==> src/rtl/bcw_pkg.sv <==
package bcw_pkg;

    typedef struct packed {
        logic active;   // a monitored cycle is in progress
        logic split;    // word to an 8-bit port: two acknowledges needed
        logic phase2;   // first byte already acknowledged
        logic berr;     // registered error pulse
    } ctl_t;

    localparam ctl_t CTL_RESET = '{active: 1'b0, split: 1'b0, phase2: 1'b0, berr: 1'b0};

endpackage

==> src/rtl/bcw_period_dec.sv <==
module bcw_period_dec #(
    parameter int BASE_CLKS = 8,
    parameter int SEL_W     = 2,
    parameter int CNT_W     = 7
) (
    input  logic [SEL_W-1:0] sel_i,
    output logic [CNT_W-1:0] limit_o
);
    localparam int NCODES = 1 << SEL_W;

    logic [CNT_W-1:0] tab [NCODES];

    // code 0 is the longest period; each higher code halves it
    for (genvar i = 0; i < NCODES; i++) begin : g_tab
        assign tab[i] = CNT_W'(BASE_CLKS << (NCODES - 1 - i));
    end

    assign limit_o = tab[sel_i];
endmodule

==> src/rtl/bcw_span_counter.sv <==
module bcw_span_counter #(
    parameter int CNT_W = 7
) (
    input  logic             clk,
    input  logic             rst,
    input  logic             load_i,
    input  logic             clr_i,
    input  logic             inc_i,
    input  logic [CNT_W-1:0] limit_i,
    output logic             at_limit_o
);
    typedef struct packed {
        logic [CNT_W-1:0] cnt;
        logic [CNT_W-1:0] lim;
    } cstate_t;

    cstate_t s_d, s_q;

    always_comb begin
        s_d = s_q;
        if (load_i) begin
            s_d.cnt = CNT_W'(1);
            s_d.lim = limit_i;          // period captured at cycle start
        end else if (clr_i) begin
            s_d.cnt = '0;
        end else if (inc_i && (s_q.cnt != s_q.lim)) begin
            s_d.cnt = s_q.cnt + CNT_W'(1);  // saturates at the limit
        end
    end

    always_ff @(posedge clk) begin
        if (rst) s_q <= '0;
        else     s_q <= s_d;
    end

    assign at_limit_o = (s_q.cnt == s_q.lim) && (s_q.cnt != '0);
endmodule

==> src/rtl/bus_cycle_watchdog.sv <==
module bus_cycle_watchdog #(
    parameter int BASE_CLKS = 8,
    parameter int SEL_W     = 2
) (
    input  logic             clk,
    input  logic             rst,
    input  logic             cyc_start_i,
    input  logic             cpu_owned_i,
    input  logic             port8_i,
    input  logic             word_i,
    input  logic             ack_i,
    input  logic             mon_en_i,
    input  logic [SEL_W-1:0] period_sel_i,
    output logic             berr_o
);
    import bcw_pkg::*;

    localparam int MAX_LIM = BASE_CLKS << ((1 << SEL_W) - 1);
    localparam int CNT_W   = $clog2(MAX_LIM + 1);

    ctl_t st_d, st_q;

    logic             load, clr, inc, at_limit;
    logic [CNT_W-1:0] limit_new;

    bcw_period_dec #(.BASE_CLKS(BASE_CLKS), .SEL_W(SEL_W), .CNT_W(CNT_W)) u_dec (
        .sel_i   (period_sel_i),
        .limit_o (limit_new)
    );

    bcw_span_counter #(.CNT_W(CNT_W)) u_cnt (
        .clk        (clk),
        .rst        (rst),
        .load_i     (load),
        .clr_i      (clr),
        .inc_i      (inc),
        .limit_i    (limit_new),
        .at_limit_o (at_limit)
    );

    always_comb begin
        st_d      = st_q;
        st_d.berr = 1'b0;
        load      = 1'b0;
        clr       = 1'b0;
        inc       = 1'b0;
        if (!st_q.active) begin
            if (cyc_start_i && cpu_owned_i && mon_en_i) begin
                st_d.active = 1'b1;
                st_d.split  = word_i && port8_i;
                st_d.phase2 = 1'b0;
                load        = 1'b1;
            end
        end else if (!mon_en_i) begin
            st_d.active = 1'b0;
            clr         = 1'b1;
        end else if (ack_i) begin
            // acknowledge beats the terminal count
            if (st_q.split && !st_q.phase2) begin
                st_d.phase2 = 1'b1;
                inc         = 1'b1;
            end else begin
                st_d.active = 1'b0;
                clr         = 1'b1;
            end
        end else if (at_limit) begin
            st_d.berr   = 1'b1;
            st_d.active = 1'b0;
            clr         = 1'b1;
        end else begin
            inc = 1'b1;
        end
    end

    always_ff @(posedge clk) begin
        if (rst) st_q <= CTL_RESET;
        else     st_q <= st_d;
    end

    assign berr_o = st_q.berr;
endmodule

==> config.mk <==
export PLATFORM = sky130hd
export DESIGN_NAME = bus_cycle_watchdog
export DESIGN_NICKNAME = d
export VERILOG_FILES = /design/src/rtl/bcw_pkg.sv /design/src/rtl/bcw_period_dec.sv /design/src/rtl/bcw_span_counter.sv /design/src/rtl/bus_cycle_watchdog.sv
export SDC_FILE = /design/constraint.sdc
export NUM_CORES = 1
export LEC_CHECK = 0
export ABC_AREA = 0
export BUFFER_PORTS_ARGS = -buffer_cell sky130_fd_sc_hd__clkbuf_2
export CAP_MARGIN = 20
export CELL_PAD_IN_SITES_DETAIL_PLACEMENT = 1
export CELL_PAD_IN_SITES_GLOBAL_PLACEMENT = 2
export CORE_AREA = 2 2 63 53
export CTS_BUF_LIST = sky130_fd_sc_hd__clkbuf_4 sky130_fd_sc_hd__clkbuf_8
export DETAILED_ROUTE_END_ITERATION = 7
export DIE_AREA = 0 0 65 55
export GPL_ROUTABILITY_DRIVEN = 0
export PLACE_DENSITY_LB_ADDON = 0.25
export SLEW_MARGIN = 10
export SYNTH_ARGS = -nofsm -noshare
export SYNTH_HDL_FRONTEND = slang
export SYNTH_HIERARCHICAL = 1
export SYNTH_SLANG_ARGS = --single-unit
==> constraint.sdc <==
create_clock -name clk -period 3.05 [get_ports clk]
set_input_delay 0.1525 -clock clk [delete_from_list [all_inputs] [get_ports clk]]
set_output_delay 0.1525 -clock clk [all_outputs]
set_load 0.01 [all_outputs]
# After elaboration in Yosys (flattened, before gate mapping)
# Index checks and enable logic that the tools add are counted.
# word_totals
regBits	18
out_inout_bits	1
in_bits	10
elab_cells	56
# classes
eq_ne	5
addsub	1
reduce_logical	14
bitwise	3
order_cmp	1
muxes	25
# ops
op	n
1-bit two-way mux	20
7-bit binary-select mux with 2-bit select	1
7-bit two-way mux	2
7-bit by 1-bit adder with 7-bit output, second input constant	1
7-bit == test	1
7-bit inequality test	1
7-bit nonzero test	1
1-bit logical AND	6
2-bit inequality test, second input constant	2
4-bit AND reduction	1
4-bit OR reduction	1
3-bit greater-or-equal comparator, second input constant	1
3-bit two-way mux	1
2-bit inverter with 3-bit output	1
3-bit nonzero test	1
3-bit OR reduction	1
2-bit two-way mux	1
2-bit by 1-bit inequality test with 1-bit output, second input constant	1
1-bit inverter	2
2-bit AND reduction	1
2-bit nonzero test	1
1-bit logical NOT	1

# Longest topological paths before layout
# logic_depth
word_depth	10
depth_mapped	11
mapped_depth_nobuf	10

# Modules after synthesis
# Netlist, hierarchy kept.
# by_module_without_submodules
module	cells_each	instances	area_each_um2
bcw_span_counter	88	1	792.0
bus_cycle_watchdog	21	1	217.7
bcw_period_dec	8	1	52.6

# Worst setup path after synthesis
# OpenSTA, ideal clock, no wires.
# synth_timing
path_kind	flip-flop to flip-flop
from	register u_cnt/s_q[9] (netlist name)
to	register u_cnt/s_q[13] (netlist name)
slack_ns	0.799
stages_incl_launch_ff	12
required_time_ns	2.978
n_path_buf	1
period_less_slack_ns	2.251
arrival_ns	2.180
setup_time_ns	0.072
path_cell_list	dfxtp_1 -> buf_2 -> xor2_1 -> nor3_4 -> nand2_2 -> a31oi_1 -> or2_1 -> a21oi_1 -> nand2_1 -> or3_1 -> a21oi_1 -> mux2i_1
# synth_via
elab_chain_cells	7
# synth_rtl
item	line_no	source
start: declaration	bcw_span_counter.sv:17	cstate_t s_d, s_q;
start signal: assignment	bcw_span_counter.sv:32	if (rst) s_q <= '0;
start signal: assignment	bcw_span_counter.sv:33	else s_q <= s_d;
7-bit == test or 7-bit nonzero test (tied branches)	bcw_span_counter.sv:36	assign at_limit_o = (s_q.cnt == s_q.lim) && (s_q.cnt != '0);
1-bit logical AND (*)	bcw_span_counter.sv:36	
net at_limit	bus_cycle_watchdog.sv:23	logic load, clr, inc, at_limit;
1-bit two-way mux (*)	bus_cycle_watchdog.sv:66	end else if (at_limit) begin
1-bit two-way mux (*)	bus_cycle_watchdog.sv:57	end else if (ack_i) begin
1-bit two-way mux (*)	bus_cycle_watchdog.sv:54	end else if (!mon_en_i) begin
1-bit two-way mux (*)	bus_cycle_watchdog.sv:47	if (!st_q.active) begin
net inc	bus_cycle_watchdog.sv:23	
1-bit logical AND (*)	bcw_span_counter.sv:26	end else if (inc_i && (s_q.cnt != s_q.lim)) begin
# The timed path passes the listed nets; every way through them passes the cells marked *.
# A chain may end at the register's enable or synchronous reset.

# Final worst setup path
# Same ends and word-level chain as after synthesis.

==> impl_metrics.tcl <==
set metrics [dict create \
    synth_xor_area_share_pct 5.77 \
    cts_hold_buf 0 \
    yosys.area.top_type "dfxtp_1" \
    antenna_found_initial 0 \
    io_buffers 10 \
    crit_path_end_kind "flip-flop" \
    cts_max_path_buffers 2 \
    comb_power_share_pct 15.4 \
    arrival_ns 2.80 \
    via_per_inst 4.99 \
    synth_area_leaders "dfxtp_1 (34%), mux2i_1 (13%), xor2_1 (5.8%), nand2_1 (4.2%), nand2b_1 (4.1%)" \
    p_switching_uw 134 \
    clkTransAtPathRegs_ns 0.07 \
    drv_slew 0 \
    fin_crit_sh_pct 85.8 \
    filler_cell_count 361 \
    synthArstFlopShare_pct 0 \
    fmax_ghz 0.382 \
    path_cells "xor2_1 -> nor3_4 -> nand2_2 -> a31oi_1 -> or2_1 -> a21oi_1 -> nand2_1 -> or3_1 -> a21oi_1 -> mux2i_1" \
    syn2layout_area_growth_pct 12.2 \
    avgRoutedWirePerCell_um 13.1 \
    cts-root-buf "clkbuf_8" \
    cts_resized 0 \
    cts_buffers 3 \
    drtIter0Drc 19 \
    drtPass1Iterations 3 \
    rsz0062_at_grt "false" \
    synth_area_um2 1060 \
    die_area_um2 3580 \
    synth.area.mux_share_pct 13.2 \
    p_leak_nw 0.473 \
    yosys.area_share.simple_pct 28.0 \
    die_h_um 55 \
    insertion_delay_ns 0.25 \
    ir_worst_vdd_v 0.000245 \
    min_path_type "input port to flip-flop" \
    ys_ff_latch 18 \
    grt_pass1_wl_um 3680 \
    cp_num_buf_inv 0 \
    maxCapViolations 0 \
    finalSetupViolCount 0 \
    cp_max_fo 8 \
    p_per_area_nw_per_um2 439 \
    p_sw_share_pct 25.6 \
    drc 0 \
    fp.coreArea_um2 2950 \
    status "completed" \
    post-cts-setup-buffers 0 \
    clock-sinks 18 \
    overflow 0 \
    required_ns 3.23 \
    syn_avg_cell_area_um2 9.08 \
    dieWidth_um 65 \
    p_seq_share_pct 47.4 \
    place_hpwl_um 1690 \
    antennaDiodeCount 0 \
    cp_top_family "simple AND/OR/NAND/NOR gates" \
    clkPwrFrac_pct 37.2 \
    synth_edf_count 0 \
    dr_total_vias 833 \
    synthCells 117 \
    slowest_stage "dfxtp_1" \
    fin_crit_ns 2.62 \
    ioPinCount 11 \
    routed_wl_um 2180 \
    final_util_pct 40.4 \
    synth_ff_type "dfxtp_1" \
    synth_seq_area_share_pct 33.9 \
    track_usage_pct 14.1 \
    synth_top_family_by_area "simple AND/OR/NAND/NOR gates" \
    p_int_uw 389 \
    drive_above_1_share_pct 20.5 \
    cpMostUsedCell "a21oi_1" \
    fin_nets 140 \
    synth_compound_area_share_pct 10.8 \
    crit_path_max_incr_delay_ns 0.47 \
    first_global_vias 814 \
    start_kind "flip-flop" \
    synth.top_cell.area_share_pct 33.9 \
    netlist-cell-type-count 38 \
    path_class "flip-flop to flip-flop" \
    start_util_pct 36.0 \
    p_total_uw 524 \
    synthAdderAreaFrac_pct 2.36 \
    htree_levels 1 \
    clock_skew_ns 0.00152 \
    ant_nets 0 \
    hold_violations 0 \
    rows 18 \
    synth_warnings 6 \
    grt_max_degree 18 \
    cts_tree "yes" \
    setup_tns_ns 0 \
]
metal layers:
layer / track usage, % / routed length, um
met4: 3.19 / 19
met2: 27.0 / 1060
met3: 4.86 / 92
met1: 15.3 / 1010
met5: 0 / 0
layout by cell type (no fill, tap or decap), types with 3 or more instances in the layout:
master,n
dfxtp_1,18
mux2i_1,14
nand2_1,12
clkbuf_2,10
nor2_1,9
a21oi_1,7
nand2b_1,7
xor2_1,7
inv_1,5
clkbuf_8,4
conb_1,3
metrics by stage:
step                setup slack (ns)  hold slack, ns  area, um^2  cells
floorplan                      0.799           0.222        1070    119
detailed placement             0.456           0.416        1140    163
global placement               0.567           0.410        1140    163
finish                         0.432           0.156        1190    167
CTS                            0.446           0.149        1190    167
global route                   0.219           0.169        1190    167
layout make-up:
cell class / count / area (um^2) / share of cell area, %
inverter: 5 / 18.8 / 1.57
sequential: 18 / 360 / 30.2
clock buffer: 4 / 55.1 / 4.62
timing repair buffer: 11 / 57.6 / 4.83
multi-input combinational: 89 / 651 / 54.6
tap: 40 / 50.0 / 4.20
flip-flops by register name, summed over array words and instances (netlist names):
signal	cells
u_cnt/s_q	14
st_q	3
berr_o	1
power groups by stage:
stage	clock, mW	combinational (mW)	sequential (mW)
after floorplan	0	0.0629	0.251
after global placement	0	0.0792	0.253
after detailed placement	0	0.0812	0.254
after CTS	0.205	0.0813	0.248
after global routing	0.214	0.0905	0.250
final	0.195	0.0807	0.248
Yosys cell counts (2+ instances only):
library cell and n:
a21oi_1 7, buf_2 2, buf_4 3, dfxtp_1 18, ha_1 2, inv_1 5, mux2i_1 14, nand2_1 12
nand2b_1 7, nand3b_1 2, nand4_1 2, nor2_1 9, nor3_2 2, nor4_1 2, xor2_1 7
cells by family (layout without fill, tap and decap cells):
logic type	Yosys count	count (layout)
AND/OR/NAND/NOR	48	48
other	1	3
multiplexers	14	14
XOR/XNOR	7	7
buffers and inverters	12	20
adder cells (fa/ha/maj)	2	2
AO/OA/AOI/OAI	15	15
flip-flops	18	18
path summary, 6_finish.rpt:
path / depth (start not counted) / startpoint / slack [ns] / to
worst max register to register: 10 / u_cnt/s_q[9] / 0.43 / u_cnt/s_q[13]
worst min register to register: 2 / u_cnt/s_q[13] / 0.50 / u_cnt/s_q[13]
worst max-delay path: 10 / u_cnt/s_q[9] / 0.43 / u_cnt/s_q[13]
worst min-delay path: 3 / port8_i / 0.16 / st_q[2]
worst min-delay path, cell delays in order:
cell and delay, ns:
clkbuf_2 0.08, nand3b_1 0.07, mux2i_1 0.06
No activity file was read; power rests on OpenSTA's default activity.
